<file path="src/rtl/bbm_pkg.sv">
package bbm_pkg;

    typedef enum logic [2:0] {
        S_IDLE  = 3'd0,
        S_ADDR  = 3'd1,
        S_BURST = 3'd2,
        S_DATA  = 3'd3,
        S_ERR   = 3'd4
    } seq_state_t;

    localparam logic [1:0] TR_IDLE   = 2'b00;
    localparam logic [1:0] TR_NONSEQ = 2'b10;
    localparam logic [1:0] TR_SEQ    = 2'b11;

    localparam logic [2:0] BU_SINGLE = 3'b000;
    localparam logic [2:0] BU_INCR   = 3'b001;
    localparam logic [2:0] BU_INCR4  = 3'b011;
    localparam logic [2:0] BU_INCR8  = 3'b101;
    localparam logic [2:0] BU_INCR16 = 3'b111;

endpackage

</file>
<file path="src/rtl/bbm_rst_sync.sv">
module bbm_rst_sync (
    input  logic clk,
    input  logic arst_n,
    output logic rst_n
);
    logic stage1;

    always_ff @(posedge clk or negedge arst_n) begin
        if (!arst_n) begin
            stage1 <= 1'b0;
            rst_n  <= 1'b0;
        end else begin
            stage1 <= 1'b1;
            rst_n  <= stage1;
        end
    end
endmodule

</file>
<file path="src/rtl/bbm_status.sv">
module bbm_status #(
    parameter int MAX_BEATS = 16,
    parameter int CNT_W     = 5
) (
    input  logic             clk,
    input  logic             por_n,
    input  logic             rst_n,
    input  logic             start,
    input  logic             commit,
    input  logic             finish,
    output logic             aborted,
    output logic [CNT_W-1:0] beats
);
    logic live;

    always_ff @(posedge clk or negedge por_n) begin
        if (!por_n) begin
            live    <= 1'b0;
            aborted <= 1'b0;
            beats   <= '0;
        end else if (!rst_n) begin
            if (live) aborted <= 1'b1;
            live <= 1'b0;
        end else if (start) begin
            live    <= 1'b1;
            aborted <= 1'b0;
            beats   <= '0;
        end else begin
            if (commit) beats <= beats + CNT_W'(1);
            if (finish) live <= 1'b0;
        end
    end

    // a bus reset seen with a command in flight marks it aborted
    a_r10_abort_marked: assert property (@(posedge clk) disable iff (!por_n)
        (!rst_n && live) |=> aborted);

    // the completed-beat count never exceeds the longest command
    a_r10_beats_bounded: assert property (@(posedge clk) disable iff (!por_n)
        int'(beats) <= MAX_BEATS);
endmodule

</file>
<file path="src/rtl/burst_bus_master.sv">
module burst_bus_master
    import bbm_pkg::*;
#(
    parameter int AW        = 32,
    parameter int DW        = 32,
    parameter int MAX_BEATS = 16,
    localparam int LEN_W    = $clog2(MAX_BEATS),
    localparam int CNT_W    = $clog2(MAX_BEATS + 1)
) (
    input  logic             hclk,
    input  logic             hresetn,
    input  logic             por_n,
    input  logic             cmd_valid,
    output logic             cmd_ready,
    input  logic             cmd_write,
    input  logic [AW-1:0]    cmd_addr,
    input  logic [LEN_W-1:0] cmd_len,
    input  logic [2:0]       cmd_size,
    input  logic [DW-1:0]    wr_data,
    output logic             wr_next,
    output logic             rd_valid,
    output logic [DW-1:0]    rd_data,
    output logic             done,
    output logic             done_err,
    output logic             stat_aborted,
    output logic [CNT_W-1:0] stat_beats,
    output logic [AW-1:0]    haddr,
    output logic [1:0]       htrans,
    output logic             hwrite,
    output logic [2:0]       hsize,
    output logic [2:0]       hburst,
    output logic [DW-1:0]    hwdata,
    input  logic [DW-1:0]    hrdata,
    input  logic             hready,
    input  logic             hresp
);
    logic             rst_n;
    seq_state_t       st, st_nx;
    logic [AW-1:0]    addr_q;
    logic [LEN_W-1:0] left_q, len_q;
    logic [2:0]       size_q;
    logic             wr_q;
    logic             accept, data_ph, commit, step;

    bbm_rst_sync u_sync (
        .clk    (hclk),
        .arst_n (hresetn),
        .rst_n  (rst_n)
    );

    assign cmd_ready = rst_n && (st == S_IDLE);
    assign accept    = cmd_valid && cmd_ready;
    assign data_ph   = (st == S_BURST) || (st == S_DATA);
    assign commit    = data_ph && hready && !hresp;
    assign step      = ((st == S_ADDR && hready) || (st == S_BURST && hready && !hresp))
                       && (left_q != '0);

    // next-state logic
    always_comb begin
        st_nx = st;
        unique case (st)
            S_IDLE:  if (accept) st_nx = S_ADDR;
            S_ADDR:  if (hready) st_nx = (left_q == '0) ? S_DATA : S_BURST;
            S_BURST: begin
                if (hresp && !hready)       st_nx = S_ERR;
                else if (hready && !hresp)  st_nx = (left_q == '0) ? S_DATA : S_BURST;
            end
            S_DATA: begin
                if (hresp && !hready)       st_nx = S_ERR;
                else if (hready && !hresp)  st_nx = S_IDLE;
            end
            S_ERR:   if (hready) st_nx = S_IDLE;
            default: st_nx = S_IDLE;
        endcase
    end

    // state register: bus reset overrides the next-state logic from any state
    always_ff @(posedge hclk or negedge rst_n) begin
        if (!rst_n) st <= S_IDLE;
        else        st <= st_nx;
    end

    // command and address registers
    always_ff @(posedge hclk or negedge rst_n) begin
        if (!rst_n) begin
            addr_q <= '0;
            left_q <= '0;
            len_q  <= '0;
            size_q <= '0;
            wr_q   <= 1'b0;
        end else if (accept) begin
            addr_q <= cmd_addr;
            left_q <= cmd_len;
            len_q  <= cmd_len;
            size_q <= cmd_size;
            wr_q   <= cmd_write;
        end else if (step) begin
            addr_q <= addr_q + (AW'(1) << size_q);
            left_q <= left_q - LEN_W'(1);
        end
    end

    // outputs
    always_comb begin
        htrans   = TR_IDLE;
        done     = 1'b0;
        done_err = 1'b0;
        unique case (st)
            S_IDLE:  ;
            S_ADDR:  htrans = TR_NONSEQ;
            S_BURST: htrans = TR_SEQ;
            S_DATA:  done = hready && !hresp;
            S_ERR: begin
                done     = hready;
                done_err = hready;
            end
            default: ;
        endcase

        if (len_q == '0)         hburst = BU_SINGLE;
        else if (int'(len_q) == 3)  hburst = BU_INCR4;
        else if (int'(len_q) == 7)  hburst = BU_INCR8;
        else if (int'(len_q) == 15) hburst = BU_INCR16;
        else                     hburst = BU_INCR;
    end

    assign haddr    = addr_q;
    assign hwrite   = wr_q;
    assign hsize    = size_q;
    assign hwdata   = (data_ph && wr_q) ? wr_data : '0;
    assign wr_next  = commit && wr_q;
    assign rd_valid = commit && !wr_q;
    assign rd_data  = hrdata;

    bbm_status #(.MAX_BEATS(MAX_BEATS), .CNT_W(CNT_W)) u_stat (
        .clk     (hclk),
        .por_n   (por_n),
        .rst_n   (rst_n),
        .start   (accept),
        .commit  (commit),
        .finish  (done),
        .aborted (stat_aborted),
        .beats   (stat_beats)
    );

    // nothing leaves the block while bus reset holds
    a_r1_quiet_in_reset: assert property (@(posedge hclk)
        !rst_n |-> (htrans == TR_IDLE && !rd_valid && !wr_next && !done && !cmd_ready));

    // a stretched address phase keeps its address and control
    a_r4_hold_on_wait: assert property (@(posedge hclk) disable iff (!rst_n)
        (htrans[1] && !hready && !hresp) |=> ($stable(haddr) && $stable(htrans) && $stable(hwrite)));

    // a SEQ beat following an accepted beat steps the address by the size
    a_r3_addr_step: assert property (@(posedge hclk) disable iff (!rst_n)
        (htrans == TR_SEQ && $past(htrans[1] && hready)) |-> (haddr == $past(haddr) + (AW'(1) << hsize)));

    // the first error cycle is followed by an idle transfer type
    a_r8_idle_after_error: assert property (@(posedge hclk) disable iff (!rst_n)
        (data_ph && hresp && !hready) |=> (htrans == TR_IDLE));

    // completion only from a data phase or the error tail
    a_r7_done_source: assert property (@(posedge hclk) disable iff (!rst_n)
        done |-> (hready && (st == S_DATA || st == S_ERR)));
endmodule

</file>
<file path="config.mk">
export PLATFORM = sky130hd
export DESIGN_NAME = burst_bus_master
export DESIGN_NICKNAME = d
export VERILOG_FILES = /design/src/rtl/bbm_pkg.sv /design/src/rtl/bbm_rst_sync.sv /design/src/rtl/bbm_status.sv /design/src/rtl/burst_bus_master.sv
export SDC_FILE = /design/constraint.sdc
export NUM_CORES = 1
export LEC_CHECK = 0
export ABC_CLOCK_PERIOD_IN_PS = 3800
export BUFFER_PORTS_ARGS = -buffer_cell sky130_fd_sc_hd__buf_2
export CORE_ASPECT_RATIO = 1.25
export CORE_MARGIN = 4
export CORE_UTILIZATION = 48
export CTS_CLUSTER_SIZE = 40
export DETAILED_ROUTE_END_ITERATION = 12
export PLACE_DENSITY = 0.87
export SETUP_SLACK_MARGIN = 0.02
export SLEW_MARGIN = 10
export SYNTH_ARGS = -nofsm -noshare
export SYNTH_HDL_FRONTEND = slang
export SYNTH_HIERARCHICAL = 1
export SYNTH_SLANG_ARGS = --single-unit
</file>
<file path="constraint.sdc">
create_clock -name hclk -period 3.8 [get_ports hclk]
set_clock_uncertainty 0.15 [all_clocks]
set_input_delay 0.38 -clock hclk [delete_from_list [all_inputs] [get_ports hclk]]
set_output_delay 0.38 -clock hclk [all_outputs]
set_load 0.1 [all_outputs]
</file>
[After elaboration in Yosys (flattened, before gate mapping)]
Index checks and enable logic that the tools add are counted.
W data, S select, Z words.
Word-level totals
  register bits after elaboration: 56
  input port bits: 110
  word-level logic and storage cells: 86
Operators by class
  equality and inequality tests: 14
  reductions and logical operators: 28
  muxes and demuxes: 29
  shifts and indexed selects: 1
  add/subtract/negate cells: 3
Operators by type and width (number)
  $mux W32: 3
  $mux W3: 11
  $add A32 B32 Y32: 1
  $shl A1 B3 Y32 const A: 1
  $pmux W3 S5: 1
  $logic_and A1 B1 Y1: 13
  $mux W5: 2
  $logic_not A4 Y1: 2
  $mux W1: 8
  $mux W4: 2
  $ne A2 B2 Y1 const B: 4
  $eq A3 B2 Y1 const B: 2
  $ne A3 B1 Y1 const B: 2
  $reduce_bool A2 Y1: 3
  $add A5 B1 Y5 const B: 1
  $reduce_and A5 Y1: 1
  $eq A4 B1 Y1 const B: 1
  $eq A4 B3 Y1 const B: 1
  $eq A4 B4 Y1 const B: 1
  $pmux W2 S2: 1
  $reduce_and A2 Y1: 2
  $reduce_bool A4 Y1: 1
  $sub A4 B1 Y4 const B: 1
  $eq A3 B1 Y1 const B: 1
  6 further kinds: 9

[Longest topological paths before layout]
  depth after elaboration: 7
  depth in mapped cells: 11
  mapped depth without buffers: 8

[Modules after synthesis]
Netlist, hierarchy kept.
By module, submodules not included
  burst_bus_master: cells each 437, instances 1, area an instance 3510.9 um^2, seq. area each 1176.1 um^2
  bbm_status: cells each 37, instances 1, area an instance 362.8 um^2, seq. area each 175.2 um^2
  bbm_rst_sync: cells each 3, instances 1, area an instance 53.8 um^2, seq. area each 50.0 um^2

[Worst setup path after synthesis]
Ideal clock, no wire load.
  kind: register to register
  start point: register u_sync.rst_n
  end point: register u_stat.beats[3]
  stages on the path, launching flop included: 10
  required time: 3572 ps
  arrival time: 6446 ps
  slack: -2874 ps
  path buffers: 3
  library setup time: 78 ps
  cell sequence: dfrtp_1 nor4b_1 nand2_1 inv_1 buf_2 buf_1 buf_4 o211ai_2 or3_1 a21boi_1
On the way
  cells in the longest elaborated chain, start to end: 4
  elaborated cells between the ends (all ways): 5
  those cells by class: mux: 1; reduce/logical: 4
Ends and longest elaborated chain
  from (decl): RTL line bbm_rst_sync.sv:4  | output logic rst_n
  from (signal assigned): RTL line bbm_rst_sync.sv:14  | rst_n <= stage1;
  $logic_and A1 B1 Y1 (*): RTL line burst_bus_master.sv:51  | assign cmd_ready = rst_n && (st == S_IDLE);
  via cmd_ready: RTL line burst_bus_master.sv:14  | output logic cmd_ready,
  $logic_and A1 B1 Y1 (*): RTL line burst_bus_master.sv:52  | assign accept = cmd_valid && cmd_ready;
  via accept: RTL line burst_bus_master.sv:43  | logic accept, data_ph, commit, step;
  $reduce_bool A2 Y1 (no source line)
  $reduce_and A2 Y1 (no source line)
  to (signal assigned): RTL line bbm_status.sv:29  | if (commit) beats <= beats + CNT_W'(1);
  to (decl): RTL line bbm_status.sv:12  | output logic [CNT_W-1:0] beats
Mark *: on every way through the listed nets, which the timed path passes. The rest lies on a longest branch.
A chain may end at the register's enable or synchronous reset.

[Final worst setup path]
  start point: register size_q[0], in the netlist hsize[0]
  end point: register addr_q[17], in the netlist haddr[17]
On the way
  cells in the longest elaborated chain, start to end: 4
Ends and longest elaborated chain
  from (decl): RTL line burst_bus_master.sv:41  | logic [2:0] size_q;
  from (signal assigned): RTL line burst_bus_master.sv:95  | size_q <= cmd_size;
  $shl A1 B3 Y32: RTL line burst_bus_master.sv:98  | addr_q <= addr_q + (AW'(1) << size_q);
  $add A32 B32 Y32: RTL line burst_bus_master.sv:98
  $mux W32: RTL line burst_bus_master.sv:97  | end else if (step) begin
  $mux W32: RTL line burst_bus_master.sv:91  | end else if (accept) begin
  to (signal assigned): RTL line burst_bus_master.sv:92  | addr_q <= cmd_addr;
  to (signal assigned): RTL line burst_bus_master.sv:98
  to (decl): RTL line burst_bus_master.sv:39  | logic [AW-1:0] addr_q;
No other way between the ends. The select of a mux whose other input is x is not followed.

==> flow_summary.json <==
{
  "multi_input_area_sq_um": 2135,
  "clk_pin_slew_worst_paths_ps": 110,
  "seq_area_sq_um": 1405,
  "drive_above_1_share": 0.3086,
  "path_cells": "nor3b_1 -> ha_1 -> a211oi_1 -> o211ai_1 -> nand3_2 -> or4_1 -> a31oi_1",
  "globalplace.congestion": 0.9054,
  "cp_max_fo": 10,
  "synth_edf_count": 0,
  "grt_max_degree": 58,
  "yosys-top-cells-area": "dfrtp_1 (36%), and3_1 (6.7%), buf_4 (6.7%), nand2_1 (5.7%), nor2_1 (3.5%)",
  "drt-wirelength-per-cell_um": 18.51,
  "cp-end-kind": "flip-flop",
  "clk_latency_ps": 310,
  "hold_viol_final": 0,
  "synth_top_cell_area_share": 0.3568,
  "die_h_um": 109.1,
  "slew_viol_final": 0,
  "async_flop_share": 1.000,
  "placementRows": 36,
  "hold_path_class": "primary input to flip-flop",
  "post_cts_resized": 0,
  "min_period_ps": 3035,
  "ys_seq_area_frac": 0.3568,
  "syn_inst": 477,
  "gr-total-overflow": 0,
  "synth_common_cells": "nand2_1 (60), dfrtp_1 (56), and3_1 (42), nor2_1 (37), buf_4 (35)",
  "finalHoldWorstSlack_ps": 116.3,
  "worstPathArrival_ps": 3120,
  "ant_nets": 0,
  "numCtsBuffers": 5,
  "tightest_slew_ps": 954.4,
  "die_area_sq_um": 9703,
  "core-area_sq_um": 7883,
  "finalCritPeriodShare": 0.7987,
  "cts_tree": "built",
  "synth-warning-count": 6,
  "worstPathRequired_ps": 3880,
  "clock.fmax_mhz": 329.5,
  "syn_nets": 598,
  "critPathLaunchType": "flip-flop",
  "drt_pass1_iterations": 5,
  "syn2layout_area_growth_pct": 19.56,
  "antenna_found_initial": 6,
  "tns_ps": 0,
  "synth.distinct_cells": 54,
  "max-slew-margin-rel": 0.3637,
  "drt_iter0_drc": 194,
  "num_vias": 4044,
  "setup_violations": 0,
  "drc": 0,
  "grt_usage": 0.2544,
  "clock_path_buffers": 2,
  "routed_wl_um": 12790,
  "rsz0062_at_grt": "false",
  "synth_ff_type": "dfrtp_1",
  "synth_most_common_cell": "nand2_1",
  "fp.dieW_um": 88.91,
  "grt_pass1_wl_um": 18880,
  "io_pins": 226,
  "nets": 713,
  "numPortBuffers": 161,
  "yosysTopAreaCell": "dfrtp_1",
  "outcome": "complete, no violations",
  "regToRegSetupSlack_ps": 770,
  "synth_seq_cells": 56,
  "grt_pass1_vias": 3768,
  "cts_sinks": 56,
  "critPathMaxStageDelay_ps": 580,
  "syn_avg_cell_area_sq_um": 8.234,
  "cpMaxStageDelayCell": "or4_1",
  "via_per_inst": 5.852,
  "cts_hold_buf": 2,
  "fill_cells": 685,
  "dp_hpwl_um": 10020,
  "cap_violations": 0,
  "syn_area_sq_um": 3928,
  "post-cts-setup-buffers": 0,
  "initial_core_util": 0.4983,
  "h-tree-depth": 2,
  "cts_root_buffer": "clkbuf_8",
  "crit_type": "flip-flop to flip-flop"
}
-- per-layer routing --
layer / vias to the layer above / share of wire / GRT usage
met2: 188 / 0.50 / 0.4283
li1: 1927 / - / -
met3: 60 / 0.11 / 0.08617
met4: 8 / 0.036 / 0.1220
met5: - / 0.0053 / 0
met1: 1861 / 0.35 / 0.2842
-- flip-flops by register name, indices dropped and copies added, names as in the netlist --
name,count
haddr,32
u_stat/beats,5
left_q,4
len_q,4
hsize,3
st,3
hwrite,1
u_stat/aborted,1
u_stat/live,1
u_sync/rst_n,1
u_sync/stage1,1
-- critical path: cells and delay by family, from the launching register on --
kind / cells / cell delay, ps
adder cells (fa/ha/maj): 1 / 250
AND/OR/NAND/NOR: 3 / 1300
AO/OA/AOI/OAI: 3 / 790
flip-flops: 1 / 480
-- per-stage QoR --
| stage | instance area [sq um] | std cells | worst slack, ps | util |
|---|---|---|---|---|
| finish | 4696 | 691 | 765.0 | 0.5957 |
| global route | 4691 | 689 | 484.5 | 0.5951 |
| CTS | 4688 | 688 | 746.3 | 0.5948 |
| detailed placement | 4547 | 678 | 778.1 | 0.5768 |
| global placement | 4547 | 678 | 961.3 | 0.5768 |
| floorplan | 3946 | 477 | 38.99 | - |
-- final timing paths --
check | from | endpoint | cells past startpoint
min in group asynchronous | hresetn | u_sync/rst_n$_DFF_PN0_ | 2
hold / removal | cmd_addr[21] | haddr[21]$_DFFE_PN0P_ | 3
setup reg to reg | hsize[0]$_DFFE_PN0P_ | haddr[17]$_DFFE_PN0P_ | 7
hold reg to reg | u_sync/stage1$_DFF_PN0_ | u_sync/rst_n$_DFF_PN0_ | 0
setup / recovery | hsize[0]$_DFFE_PN0P_ | haddr[17]$_DFFE_PN0P_ | 7
max in group asynchronous | u_sync/rst_n$_DFF_PN0_ | haddr[1]$_DFFE_PN0P_ | 1
-- layout by cell type (no fill, tap or decap), types with 14 or more instances in the layout --
master / synthesis / layout
a21oi_1: 18 / 18
a31oi_1: 17 / 17
and3_1: 42 / 42
buf_2: 3 / 161
dfrtp_1: 56 / 55
nand2_1: 60 / 59
nand3_1: 17 / 17
nor2_1: 37 / 37
o21ai_0: 18 / 18
or4_1: 14 / 14
-- cells by family (layout without fill, tap and decap cells) --
logic type / Yosys count / after routing / synth area share
buf+inv: 71 / 187 / 0.1042
other cells: 1 / 4 / 0.0009548
fa+ha+maj: 11 / 11 / 0.03695
simple gates: 225 / 225 / 0.3011
xor+xnor: 10 / 10 / 0.02230
flops: 56 / 56 / 0.3568
mux: 5 / 5 / 0.01274
compound gates: 98 / 98 / 0.1650
-- cell type report --
cell class	count	share of cell area
repair buffers	169	0.1855
clock buffers	6	0.01759
diodes	3	0.001599
inverters	10	0.007994
multi-input cells	350	0.4546
clock inverters	2	0.008260
well taps	95	0.02531
flip-flops and latches	56	0.2992
Power is left out: the tool's default activity adds up to more than one toggle a clock period on the data nets, which glitch-free logic cannot reach.
